## src/rtl/bridge_pkg.sv

```systemverilog
`timescale 1ns/1ps
package bridge_pkg;
  typedef enum logic [1:0] {
    STEP_HOLD  = 2'b00,
    STEP_UP    = 2'b01,
    STEP_DOWN  = 2'b10,
    STEP_HOLD2 = 2'b11
  } step_e;

  typedef struct packed {
    logic [1:0] spare;
    step_e      step;
    logic [1:0] field;
    logic [1:0] slot;
  } cmd_t;

  localparam logic [1:0] FIELD_MEM = 2'b11;

  typedef enum logic [1:0] {SQ_IDLE, SQ_SETUP, SQ_PULSE, SQ_HOLD} seq_e;
endpackage

```

## src/rtl/strobe_sync.sv

```systemverilog
`timescale 1ns/1ps
module strobe_sync #(
  parameter int WIDTH  = 3,
  parameter int STAGES = 2
) (
  input  logic             clk_i,
  input  logic             rst_ni,
  input  logic [WIDTH-1:0] async_i,
  output logic [WIDTH-1:0] level_o,
  output logic [WIDTH-1:0] fall_o
);
  logic [STAGES-1:0][WIDTH-1:0] pipe_q;
  logic [WIDTH-1:0]             last_q;

  always_ff @(posedge clk_i or negedge rst_ni) begin
    if (!rst_ni) begin
      pipe_q <= '0;
      last_q <= '0;
    end else begin
      pipe_q[0] <= async_i;
      for (int i = 1; i < STAGES; i++) pipe_q[i] <= pipe_q[i-1];
      last_q <= pipe_q[STAGES-1];
    end
  end

  assign level_o = pipe_q[STAGES-1];
  assign fall_o  = last_q & ~pipe_q[STAGES-1];
endmodule

```

## src/rtl/cmd_reg.sv

```systemverilog
`timescale 1ns/1ps
module cmd_reg
  import bridge_pkg::*;
#(
  parameter int PTR_BYTES = 3
) (
  input  logic       clk_i,
  input  logic       rst_ni,
  input  logic       load_i,
  input  logic [7:0] load_data_i,
  input  logic       step_field_i,
  output cmd_t       cmd_o
);
  localparam logic [1:0] FIELD_TOP = 2'(PTR_BYTES - 1);

  cmd_t cmd_q;

  always_ff @(posedge clk_i or negedge rst_ni) begin
    if (!rst_ni) begin
      cmd_q <= '0;
    end else if (load_i) begin
      cmd_q <= cmd_t'(load_data_i);
    end else if (step_field_i) begin
      case (cmd_q.step)
        STEP_UP:   if (cmd_q.field < FIELD_TOP) cmd_q.field <= cmd_q.field + 2'd1;
        STEP_DOWN: if (cmd_q.field != 2'd0 && cmd_q.field <= FIELD_TOP)
                     cmd_q.field <= cmd_q.field - 2'd1;
        default: ;
      endcase
    end
  end

  assign cmd_o = cmd_q;
endmodule

```

## src/rtl/ptr_file.sv

```systemverilog
`timescale 1ns/1ps
module ptr_file #(
  parameter int NUM_PTR = 4,
  parameter int PTR_W   = 24,
  localparam int IDX_W  = (NUM_PTR > 1) ? $clog2(NUM_PTR) : 1,
  localparam int BYTES  = PTR_W / 8
) (
  input  logic                          clk_i,
  input  logic                          rst_ni,
  input  logic                          ld_i,
  input  logic [IDX_W-1:0]              idx_i,
  input  logic [1:0]                    byte_i,
  input  logic [7:0]                    ld_data_i,
  input  logic                          step_i,
  input  logic                          dec_i,
  output logic [NUM_PTR-1:0][PTR_W-1:0] ptr_o
);
  for (genvar g = 0; g < NUM_PTR; g++) begin : g_ptr
    logic [PTR_W-1:0] q;
    logic [PTR_W-1:0] loaded;
    logic             hit;

    assign hit = (idx_i == IDX_W'(g));

    always_comb begin
      loaded = q;
      for (int b = 0; b < BYTES; b++)
        if (byte_i == 2'(b)) loaded[8*b +: 8] = ld_data_i;
    end

    always_ff @(posedge clk_i or negedge rst_ni) begin
      if (!rst_ni)            q <= '0;
      else if (ld_i && hit)   q <= loaded;
      else if (step_i && hit) q <= dec_i ? q - PTR_W'(1) : q + PTR_W'(1);
    end

    assign ptr_o[g] = q;
  end
endmodule

```

## src/rtl/sram_seq.sv

```systemverilog
`timescale 1ns/1ps
module sram_seq
  import bridge_pkg::*;
#(
  parameter int SETUP_CYC = 1,
  parameter int PULSE_CYC = 2,
  localparam int MAX_CYC  = (SETUP_CYC > PULSE_CYC) ? SETUP_CYC : PULSE_CYC,
  localparam int CNT_W    = $clog2(MAX_CYC + 1)
) (
  input  logic       clk_i,
  input  logic       rst_ni,
  input  logic       rd_act_i,
  input  logic       wr_start_i,
  input  logic [7:0] wr_data_i,
  output logic       done_o,
  output logic [7:0] sram_data_o,
  output logic       sram_data_oe_o,
  output logic       sram_ce_no,
  output logic       sram_oe_no,
  output logic       sram_we_no
);
  seq_e             state_q;
  logic [CNT_W-1:0] cnt_q;
  logic [7:0]       data_q;
  logic             rd_q;

  always_ff @(posedge clk_i or negedge rst_ni) begin
    if (!rst_ni) begin
      state_q <= SQ_IDLE;
      cnt_q   <= '0;
      data_q  <= '0;
      rd_q    <= 1'b0;
    end else begin
      rd_q <= rd_act_i && (state_q == SQ_IDLE) && !wr_start_i;
      case (state_q)
        SQ_IDLE: if (wr_start_i) begin
          state_q <= SQ_SETUP;
          data_q  <= wr_data_i;
          cnt_q   <= '0;
        end
        SQ_SETUP: if (cnt_q == CNT_W'(SETUP_CYC - 1)) begin
          state_q <= SQ_PULSE;
          cnt_q   <= '0;
        end else cnt_q <= cnt_q + CNT_W'(1);
        SQ_PULSE: if (cnt_q == CNT_W'(PULSE_CYC - 1)) begin
          state_q <= SQ_HOLD;
          cnt_q   <= '0;
        end else cnt_q <= cnt_q + CNT_W'(1);
        default: state_q <= SQ_IDLE;
      endcase
    end
  end

  assign done_o         = (state_q == SQ_HOLD);
  assign sram_data_o    = data_q;
  assign sram_data_oe_o = (state_q != SQ_IDLE);
  assign sram_we_no     = (state_q != SQ_PULSE);
  assign sram_oe_no     = !rd_q;
  assign sram_ce_no     = !(rd_q || state_q != SQ_IDLE);
endmodule

```

## src/rtl/sram_ptr_bridge.sv

```systemverilog
`timescale 1ns/1ps
module sram_ptr_bridge
  import bridge_pkg::*;
#(
  parameter int NUM_PTR   = 4,
  parameter int PTR_W     = 24,
  parameter int SRAM_AW   = 19,
  parameter int SYNC_STG  = 2,
  parameter int SETUP_CYC = 1,
  parameter int PULSE_CYC = 2
) (
  input  logic               clk_i,
  input  logic               rst_ni,
  input  logic               host_sel_cmd_i,
  input  logic               host_rd_i,
  input  logic               host_wr_i,
  input  logic [7:0]         host_data_i,
  output logic [7:0]         host_data_o,
  output logic               host_data_oe_o,
  output logic [SRAM_AW-1:0] sram_addr_o,
  input  logic [7:0]         sram_data_i,
  output logic [7:0]         sram_data_o,
  output logic               sram_data_oe_o,
  output logic               sram_ce_no,
  output logic               sram_oe_no,
  output logic               sram_we_no
);
  localparam int PTR_BYTES = PTR_W / 8;
  localparam int IDX_W     = (NUM_PTR > 1) ? $clog2(NUM_PTR) : 1;

  logic [2:0] lvl, fall;
  logic       rd_lvl, wr_lvl, sel_lvl, rd_fall, wr_fall;

  strobe_sync #(.WIDTH(3), .STAGES(SYNC_STG)) u_sync (
    .clk_i   (clk_i),
    .rst_ni  (rst_ni),
    .async_i ({host_sel_cmd_i, host_wr_i, host_rd_i}),
    .level_o (lvl),
    .fall_o  (fall)
  );

  assign rd_lvl  = lvl[0];
  assign wr_lvl  = lvl[1];
  assign sel_lvl = lvl[2];
  assign rd_fall = fall[0];
  assign wr_fall = fall[1];

  // Capture the select line and write data while a strobe is held.
  logic       sel_q;
  logic [7:0] wdata_q;
  always_ff @(posedge clk_i or negedge rst_ni) begin
    if (!rst_ni) begin
      sel_q   <= 1'b0;
      wdata_q <= '0;
    end else begin
      if (rd_lvl || wr_lvl) sel_q <= sel_lvl;
      if (wr_lvl) wdata_q <= host_data_i;
    end
  end

  cmd_t cmd;
  logic is_mem, step_any, step_dn;
  logic cmd_load, reg_wr, reg_rd_done, mem_rd_done, mem_wr_start, seq_done;
  logic [1:0] cmd_field;

  assign is_mem       = (cmd.field == FIELD_MEM);
  assign step_dn      = (cmd.step == STEP_DOWN);
  assign step_any     = (cmd.step == STEP_UP) || step_dn;
  assign cmd_load     = wr_fall && sel_q;
  assign reg_wr       = wr_fall && !sel_q && !is_mem;
  assign reg_rd_done  = rd_fall && !sel_q && !is_mem;
  assign mem_rd_done  = rd_fall && !sel_q && is_mem;
  assign mem_wr_start = wr_fall && !sel_q && is_mem;
  assign cmd_field    = cmd.field;

  cmd_reg #(.PTR_BYTES(PTR_BYTES)) u_cmd (
    .clk_i        (clk_i),
    .rst_ni       (rst_ni),
    .load_i       (cmd_load),
    .load_data_i  (wdata_q),
    .step_field_i ((reg_wr || reg_rd_done) && step_any),
    .cmd_o        (cmd)
  );

  logic [NUM_PTR-1:0][PTR_W-1:0] ptr_all;
  logic [PTR_W-1:0]              sel_ptr;

  ptr_file #(.NUM_PTR(NUM_PTR), .PTR_W(PTR_W)) u_ptr (
    .clk_i     (clk_i),
    .rst_ni    (rst_ni),
    .ld_i      (reg_wr),
    .idx_i     (cmd.slot[IDX_W-1:0]),
    .byte_i    (cmd.field),
    .ld_data_i (wdata_q),
    .step_i    ((mem_rd_done || seq_done) && step_any),
    .dec_i     (step_dn),
    .ptr_o     (ptr_all)
  );

  assign sel_ptr     = ptr_all[cmd.slot[IDX_W-1:0]];
  assign sram_addr_o = sel_ptr[SRAM_AW-1:0];

  sram_seq #(.SETUP_CYC(SETUP_CYC), .PULSE_CYC(PULSE_CYC)) u_seq (
    .clk_i          (clk_i),
    .rst_ni         (rst_ni),
    .rd_act_i       (rd_lvl && !sel_lvl && is_mem),
    .wr_start_i     (mem_wr_start),
    .wr_data_i      (wdata_q),
    .done_o         (seq_done),
    .sram_data_o    (sram_data_o),
    .sram_data_oe_o (sram_data_oe_o),
    .sram_ce_no     (sram_ce_no),
    .sram_oe_no     (sram_oe_no),
    .sram_we_no     (sram_we_no)
  );

  logic [7:0] ptr_byte;
  always_comb begin
    ptr_byte = '0;
    for (int b = 0; b < PTR_BYTES; b++)
      if (cmd.field == 2'(b)) ptr_byte = sel_ptr[8*b +: 8];
  end

  logic [7:0] rdata_q;
  logic       oe_q;
  always_ff @(posedge clk_i or negedge rst_ni) begin
    if (!rst_ni) begin
      rdata_q <= '0;
      oe_q    <= 1'b0;
    end else begin
      oe_q <= rd_lvl;
      if (rd_lvl) rdata_q <= sel_lvl ? 8'(cmd) : (is_mem ? sram_data_i : ptr_byte);
    end
  end

  assign host_data_o    = rdata_q;
  assign host_data_oe_o = oe_q;
endmodule

```

## config.mk

```make
export PLATFORM = sky130hd
export DESIGN_NAME = sram_ptr_bridge
export DESIGN_NICKNAME = d
export VERILOG_FILES = /design/src/rtl/bridge_pkg.sv /design/src/rtl/strobe_sync.sv /design/src/rtl/cmd_reg.sv /design/src/rtl/ptr_file.sv /design/src/rtl/sram_seq.sv /design/src/rtl/sram_ptr_bridge.sv
export SDC_FILE = /design/constraint.sdc
export NUM_CORES = 1
export LEC_CHECK = 0
export ABC_AREA = 1
export BUFFER_PORTS_ARGS = -buffer_cell sky130_fd_sc_hd__buf_2
export CAP_MARGIN = 0
export CORE_MARGIN = 2
export CORE_UTILIZATION = 40
export CTS_CLUSTER_SIZE = 25
export DETAILED_ROUTE_END_ITERATION = 8
export PLACE_DENSITY_LB_ADDON = 0.2
export SLEW_MARGIN = 20
export SYNTH_ARGS = -nofsm -noshare
export SYNTH_HDL_FRONTEND = slang
export SYNTH_HIERARCHICAL = 1
export SYNTH_SLANG_ARGS = --single-unit
export TNS_END_PERCENT = 30
```

## constraint.sdc

```tcl
create_clock -name clk_i -period 10.8 [get_ports clk_i]
set_input_delay 1.62 -clock clk_i [delete_from_list [all_inputs] [get_ports clk_i]]
set_output_delay 1.62 -clock clk_i [all_outputs]
set_load 0.1 [all_outputs]
```

# Yosys cells after proc, flatten, opt, wreduce, memory -nomap -nowiden
# Index checks and enable logic that the tools add are counted.
[word_totals] regBits=143 in_bits=21 output_inout_bits=40
[op_classes] n_addsub=11 magnitude_cmp=3 eq_ne=30 n_mux=35 bitwise=2 n_reduce_logical=62
[op_table] op="two-way mux 24 bit" n=13
[op_table] op="adder 24 x 1 -> 24 bit (second input constant)" n=4
[op_table] op="subtractor 24 x 1 -> 24 bit (second input constant)" n=4
[op_table] op="two-way mux 8 bit" n=8
[op_table] op="binary-select mux 24 bit (select 2 bit)" n=1
[op_table] op="AND reduction 2 bit" n=14
[op_table] op="inequality test 2 bit (second input constant)" n=13
[op_table] op="logical AND 1 bit" n=22
[op_table] op="two-way mux 2 bit" n=10
[op_table] op="equality test 2 bit (second input constant)" n=7
[op_table] op="nonzero test 2 bit" n=7
[op_table] op="case mux 2 bit (3 select lines)" n=2
[op_table] op="equality test 2 x 1 -> 1 bit (second input constant)" n=5
[op_table] op="zero test 2 bit" n=4
[op_table] op="zero test 1 bit" n=6
[op_table] op="inequality test 2 x 1 -> 1 bit (second input constant)" n=3
[op_table] op="nonzero test 3 bit" n=2
[op_table] op="logical OR 1 bit" n=5
[op_table] op="adder 2 x 1 -> 2 bit (second input constant)" n=2
[op_table] op="case mux 2 bit (2 select lines)" n=1
[op_table] op="AND reduction 4 bit" n=1
[op_table] op="less-than comparator 2 x 3 -> 1 bit (second input constant)" n=1
[op_table] op="inequality test 3 x 1 -> 1 bit (second input constant)" n=1
[op_table] op="inequality test 3 x 2 -> 1 bit (second input constant)" n=1
[op_table] op="6 further kinds" n=6

# Depth between registers and ports, before layout
# Gate-level depths: netlist of run 1.
[logic_depth] ltp_word=9 mapped_depth=15 mapped_depth_nobuf=14

# Modules after synthesis
# Netlist of run 1, hierarchy kept.
[modules_own_cells] mod="ptr_file" n_inst=1 cells_per_inst=1988 area_per_inst_um2=11225.8 seq_area_each_um2=2402.3
[modules_own_cells] mod="sram_ptr_bridge" n_inst=1 cells_per_inst=323 area_per_inst_um2=1891.8 seq_area_each_um2=450.4
[modules_own_cells] mod="sram_seq" n_inst=1 cells_per_inst=92 area_per_inst_um2=734.5 seq_area_each_um2=325.3
[modules_own_cells] mod="cmd_reg" n_inst=1 cells_per_inst=54 area_per_inst_um2=402.9 seq_area_each_um2=200.2
[modules_own_cells] mod="strobe_sync" n_inst=1 cells_per_inst=18 area_per_inst_um2=277.8 seq_area_each_um2=225.2

# Worst setup path after synthesis of run 1
# OpenSTA, ideal clock, no wires.
[synth_path] path_type="register -> register" start="reg u_cmd.cmd_q (netlist bit u_cmd/cmd_o[4])" end="reg u_ptr.g_ptr[2].q[12]" t_arrival_ns=4.228 slack_ns=6.494 stages_incl_launch_ff=13 path_buffers=1 path_cell_list="dfrtp_1 -> inv_1 -> ha_1 -> clkbuf_1 -> inv_1 -> fa_1 -> o21ai_0 -> nand2_1 -> nand2_1 -> nand2_1 -> nand3b_1 -> nand3_1 -> a21oi_1"
[synth_between] elab_chain_cells=6 word_cells_on_any_way=10 classes_between="eq/ne (2); mux (3); reduce/logical (5)"
[synth_lines] item="start: declaration" line="cmd_reg.sv:16" text="cmd_t cmd_q;"
[synth_lines] item="start signal: assignment" line="cmd_reg.sv:22" text="cmd_q <= cmd_t'(load_data_i);"
[synth_lines] item="equality test 2 bit *" line="sram_ptr_bridge.sv:67" text="assign step_dn = (cmd.step == STEP_DOWN);"
[synth_lines] item="via step_dn" line="sram_ptr_bridge.sv:62" text="logic is_mem, step_any, step_dn;"
[synth_lines] item="logical OR 1 bit" line="sram_ptr_bridge.sv:68" text="assign step_any = (cmd.step == STEP_UP) || step_dn;"
[synth_lines] item="logical AND 1 bit" line="sram_ptr_bridge.sv:95" text=".step_i ((mem_rd_done || seq_done) && step_any),"
[synth_lines] item="logical AND 1 bit" line="ptr_file.sv:34" text="else if (step_i && hit) q <= dec_i ? q - PTR_W'(1) : q + PTR_W'(1);"
[synth_lines] item="nonzero test 2 bit (no line)"
[synth_lines] item="AND reduction 2 bit (no line)"
[synth_lines] item="end signal: assignment" line="ptr_file.sv:33" text="else if (ld_i && hit) q <= loaded;"
[synth_lines] item="end signal: assignment" line="ptr_file.sv:34"
[synth_lines] item="end: declaration" line="ptr_file.sv:19" text="logic [PTR_W-1:0] q;"
# Mark *: on every way through the listed nets, which the timed path passes. The rest lies on a longest branch. The select of a mux whose other input is x is not followed.
# A chain may end at the register's enable or synchronous reset.

# Worst setup path in the final report of run 1
[layout_path] start="reg u_cmd.cmd_q (netlist bit u_cmd/cmd_o[0])" end="out sram_addr_o[14]"
[layout_between] elab_chain_cells=2
[layout_lines] item="binary-select mux 24 bit (select 2 bit)" line="sram_ptr_bridge.sv:100" text="assign sel_ptr = ptr_all[cmd.slot[IDX_W-1:0]];"
[layout_lines] item="two-way mux 24 bit (not written as such)" line="sram_ptr_bridge.sv:100"
[layout_lines] item="end: declaration" line="sram_ptr_bridge.sv:20" text="output logic [SRAM_AW-1:0] sram_addr_o,"
# No other way between the ends. The select of a mux whose other input is x is not followed.

==> results of run 1 <==
stage by stage:
stage,area (um^2),hold WS (ns),utilization
after CTS,15700,0.356,0.441
after floorplan,14500,0.331,-
after global routing,15700,0.361,0.441
after detailed placement,15100,0.340,0.425
after global placement,15100,0.332,0.425
final,15700,0.352,0.441
report_power, final:
group / switching [mW] / total [mW] / leakage [nW] / internal (mW)
combinational: 2.42 / 3.44 / 6.94 / 1.02
clock: 0.259 / 0.587 / 0.261 / 0.328
sequential: 0.384 / 1.14 / 1.74 / 0.756
worst max-delay path: stages, from the launching register on:
cell	delay (ns)
dfrtp_2	0.97
inv_4	0.38
nand2_1	0.19
nand3_1	0.11
and2_1	0.25
buf_2	0.31
routing by layer:
layer	vias up	track usage	wire length, um
li1	7830	-	-
met1	7268	0.368	22900
met2	498	0.443	23000
met3	71	0.0399	3320
met4	0	0.0744	1420
met5	-	0	0
cells in the final DEF, fill, tap and decap left out, drive strengths merged:
cell / instances
dfrtp: 143
nand4: 30
nand3: 233
a31oi: 33
a21boi: 2
bufinv: 1
ha: 98
clkbuf: 19
nand2: 860
o22ai: 6
or2: 21
o21ai: 45
xor2: 1
nor3: 14
mux2: 9
nand3b: 22
buf: 63
and2: 21
nor2: 338
a21oi: 122
xnor2: 6
clkinv: 2
inv: 424
clkinvlp: 6
fa: 4
sequential cells by signal, summed over array words and instances, names as in the netlist, 2 cells and up:
register	count
u_seq/cnt_q	2
host_data_o	8
u_ptr/g_ptr.q	96
u_sync/last_q	2
u_sync/pipe_q	3
u_cmd/cmd_o	8
u_sync/level_o	3
u_seq/sram_data_o	8
wdata_q	8
u_seq/state_q	2
path summary, 6_finish.rpt:
check                                                   endpoint  cells past startpoint  slack [ns]
worst min register to register       u_sync/level_o[0]$_DFF_PN0_                      0        0.35
worst max register to register  u_ptr/g_ptr[0].q[16]$_DFFE_PN0P_                     12        7.32
worst min-delay path                 u_sync/level_o[0]$_DFF_PN0_                      0        0.35
min in group asynchronous       u_ptr/g_ptr[2].q[12]$_DFFE_PN0P_                      1        1.21
worst max-delay path                             sram_addr_o[14]                      5        6.53
max in group asynchronous             u_cmd/cmd_o[0]$_DFFE_PN0P_                      2        8.14
cell type report:
| type | count | area share |
|---|---|---|
| clock inverter | 13 | 0.00828 |
| inverter | 420 | 0.101 |
| tap | 461 | 0.0367 |
| timing repair buffer | 63 | 0.0209 |
| sequential | 143 | 0.228 |
| clock buffer | 19 | 0.0282 |
| multi-input combinational | 1865 | 0.577 |
==> results_dict.tcl, run 1 <==
set metrics [dict create \
    cts_resized 0 \
    critical_path_class "reg -> out" \
    io_pins 61 \
    min_period_over_period 0.395 \
    fmax_mhz 234 \
    worst_slack_ns 6.53 \
    coreArea_um2 35700 \
    antenna_found_initial 0 \
    slew_viol_final 0 \
    powerDensity_nw_per_um2 329 \
    clk_pin_slew_worst_paths_ns 0.06 \
    cts_post_setup_buffers_inserted 0 \
    synthToLayoutAreaGrowth_pct 8.39 \
    reg2reg_from "u_cmd/cmd_o[4]$_DFFE_PN0P_" \
    wl_per_cell_um 17.0 \
    die-area_um2 37800 \
    syn_inst 2472 \
    hold_start "u_sync/pipe_q[0]$_DFF_PN0_" \
    leakage_nw 8.94 \
    vias_per_cell 5.25 \
    p_total_mw 5.16 \
    core.rowCount 69 \
    ir_worst_vdd_mv 0.271 \
    finClkSkew_ns 0.0177 \
    hold_violations 0 \
    place_congestion 0.953 \
    h-tree-depth 4 \
    fin_nets 2633 \
    arrival_ns 2.65 \
    place_inst 2952 \
    crit_required_ns 9.18 \
    io_buffer_count 60 \
    die_x_um 194 \
    grt_pass1_vias 14500 \
    first_iter_violations 1468 \
    place_ws_ns 7.04 \
    fin_cells 2984 \
    numCtsBuffers 17 \
    wirelength_mm 50.6 \
    antenna_cells 0 \
    drive_gt1_frac 0.0686 \
    grt_max_degree 76 \
    yosysWarnings 6 \
    hold_class "reg -> reg" \
    run_status "completed" \
    clock_sinks 143 \
    period_minus_slack_ns 4.27 \
    rsz0062_at_grt "no" \
    cts.path.max_buffers 2 \
    dp_hpwl_mm 40.4 \
    synth_fp_nets 2595 \
    multi_input_area_um2 9070 \
    startpoint "u_cmd/cmd_o[0]$_DFFE_PN0P_" \
    die_h_um 194 \
    syn_avg_cell_area_um2 5.86 \
    tritoncts "yes" \
    startpoint_type "flip-flop" \
    firstDrtPassIters 8 \
    worstSkewPairLatency_ns 0.43 \
    holdBufCountCts 0 \
    grt_pass1_wl_mm 80.0 \
    via_count 15700 \
    worstPathMaxFanout 54 \
    fill_cells 3940 \
    slew_headroom 0.363 \
    clock-root-buffer "clkbuf_16" \
    start_util 0.407 \
    detail-route-antenna-nets 0 \
    tightest_slew_ns 0.952 \
    cap_violations 0 \
    track_usage 0.269 \
    cp-end-kind "output pin" \
    synth_area_um2 14500 \
    grt-ovfl-total 0 \
    fin_tns_setup_ns 0 \
    route.detailed.drc 0 \
    setup_viol 0 \
    layout.area.seq_um2 3580 \
]
No activity file was read; power rests on OpenSTA's default activity.
==> run 2: changes to the inputs <==
- clock period: 10.8 -> 4.1 ns (I/O delays scaled with it)
==> run 2 against run 1 <==
Critical path depth fell by 1; non-clock buffer count rose by 1; worst hold slack got worse by 0.076 ns; sequential share of layout area fell by 0.087 points; clock power rose to 2.7 times the previous value; worst setup slack got worse by 6.0 ns; cell area rose by 0.38%; sequential cell count did not move; cell count barely moved; count of clock-buffer cells in the layout did not move; global-route usage fell by 0.32 points; critical path type unchanged; largest cell class unchanged.
==> results_dict.tcl, run 2 (synthesis gave the netlist of run 1 again) <==
set metrics [dict create \
    run_status "completed" \
    die-area_um2 37800 \
    clk_pin_slew_worst_paths_ns 0.07 \
    wirelength_mm 49.9 \
    clock-root-buffer "clkbuf_16" \
    worstSkewPairLatency_ns 0.44 \
    cp_slowest_cell "dfrtp_2" \
    fin_cells 2985 \
    grt_max_degree 101 \
    ir_worst_vdd_mv 0.810 \
    wl_per_cell_um 16.7 \
    reg2reg_from "u_cmd/cmd_o[4]$_DFFE_PN0P_" \
    grt_pass1_vias 14700 \
    cts.path.max_buffers 2 \
    mostFrequentLayoutCell "nand2_1" \
    start_util 0.407 \
    setup_viol 0 \
    grt-ovfl-total 0 \
    core.rowCount 69 \
    fin_nets 2634 \
    critical_path_class "reg -> out" \
    max_stage_delay_ns 1.01 \
    place_inst 2953 \
    numCtsBuffers 17 \
    fmax_mhz 279 \
    mostFrequentLayoutCells "nand2_1, inv_1, nor2_1" \
    hold_start "host_rd_i" \
    io_pins 61 \
    min_period_over_period 0.873 \
    h-tree-depth 4 \
    coreArea_um2 35700 \
    largest-register "u_ptr/g_ptr.q" \
    detail-route-antenna-nets 0 \
    grt_pass1_wl_mm 79.5 \
    hold_violations 0 \
    slew_headroom 0.341 \
    postLayoutCellArea_um2 15800 \
    die_x_um 194 \
    antenna_cells 0 \
    period_minus_slack_ns 3.58 \
    synthToLayoutAreaGrowth_pct 8.80 \
    route.detailed.drc 0 \
    fill_cells 3900 \
    cts_resized 0 \
    holdBufCountCts 0 \
    place_area_um2 15200 \
    cap_violations 0 \
    startpoint "u_cmd/cmd_o[0]$_DFFE_PN0P_" \
    drive_gt1_frac 0.0693 \
    startpoint_type "flip-flop" \
    track_usage 0.266 \
    cts_post_setup_buffers_inserted 0 \
    arrival_ns 2.97 \
    rsz0062_at_grt "no" \
    clock_sinks 143 \
    cp-end-kind "output pin" \
    firstDrtPassIters 8 \
    antenna_found_initial 0 \
    via_count 15500 \
    finClkSkew_ns 0.0197 \
    hold_class "in -> reg" \
    fin_tns_setup_ns 0 \
    place_congestion 0.968 \
    powerDensity_nw_per_um2 860 \
    cp_cell_sequence "inv_4 > o21ai_0 > o22ai_1 > buf_2" \
    tightest_slew_ns 0.989 \
    tritoncts "yes" \
    die_h_um 194 \
    slew_viol_final 0 \
    leakage_nw 8.99 \
    first_iter_violations 1617 \
    worstPathMaxFanout 54 \
    crit_required_ns 3.48 \
    dp_hpwl_mm 39.8 \
    vias_per_cell 5.18 \
    io_buffer_count 60 \
    largest_register_ffs 96 \
]
## run 2: final timing paths
| kind | to | slack, ns | depth (start not counted) |
|---|---|---|---|
| max reg2reg | u_ptr/g_ptr[0].q[16]$_DFFE_PN0P_ | 1.05 | 12 |
| min in group asynchronous | u_ptr/g_ptr[2].q[19]$_DFFE_PN0P_ | 0.29 | 1 |
| min reg2reg | u_sync/level_o[2]$_DFF_PN0_ | 0.35 | 0 |
| min | u_sync/pipe_q[0]$_DFF_PN0_ | 0.28 | 1 |
| max | sram_addr_o[18] | 0.52 | 4 |
| max in group asynchronous | u_ptr/g_ptr[1].q[11]$_DFFE_PN0P_ | 3.01 | 2 |
## run 2: area by class of cell
class                      instances  area (um^2)  area share
timing repair buffer              64          362      0.0229
clock buffer                      19          453      0.0287
clock inverter                    13          148     0.00936
inverter                         420         1580       0.100
tap                              461          577      0.0366
sequential                       143         3580       0.227
multi-input combinational       1865         9070       0.575
## run 2: report_power, final
| group | total, mW | internal (mW) | switching (mW) | leakage, nW |
|---|---|---|---|---|
| Clock | 1.60 | 0.893 | 0.707 | 0.289 |
| Combinational | 9.09 | 2.69 | 6.40 | 6.95 |
| Sequential | 2.87 | 1.99 | 0.881 | 1.74 |
## run 2: layer usage
| layer | up-vias | GRT usage | part of all wire |
|---|---|---|---|
| met5 | - | 0 | 0 |
| met4 | 0 | 0.0983 | 0.035 |
| met3 | 81 | 0.0371 | 0.062 |
| met2 | 509 | 0.423 | 0.44 |
| met1 | 7060 | 0.367 | 0.47 |
| li1 | 7809 | - | - |
## run 2: worst max-delay path, delay by kind of cell (launching register included)
family / cells / cell delay [ns]
buffers and inverters: 2 / 0.73
flip-flops: 1 / 1.01
AO/OA/AOI/OAI: 2 / 0.75
## run 2: metrics by stage
stage | total power, mW | util | setup slack (ns) | hold slack, ns
2_1_floorplan | 9.39 | - | 0.636 | 0.319
3_3_place_gp | 11.7 | 0.426 | 1.09 | 0.332
3_5_place_dp | 11.8 | 0.426 | 1.11 | 0.336
4_1_cts | 13.5 | 0.442 | 0.632 | 0.268
5_1_grt | 14.7 | 0.442 | 0.506 | 0.262
6_report | 13.6 | 0.442 | 0.519 | 0.276
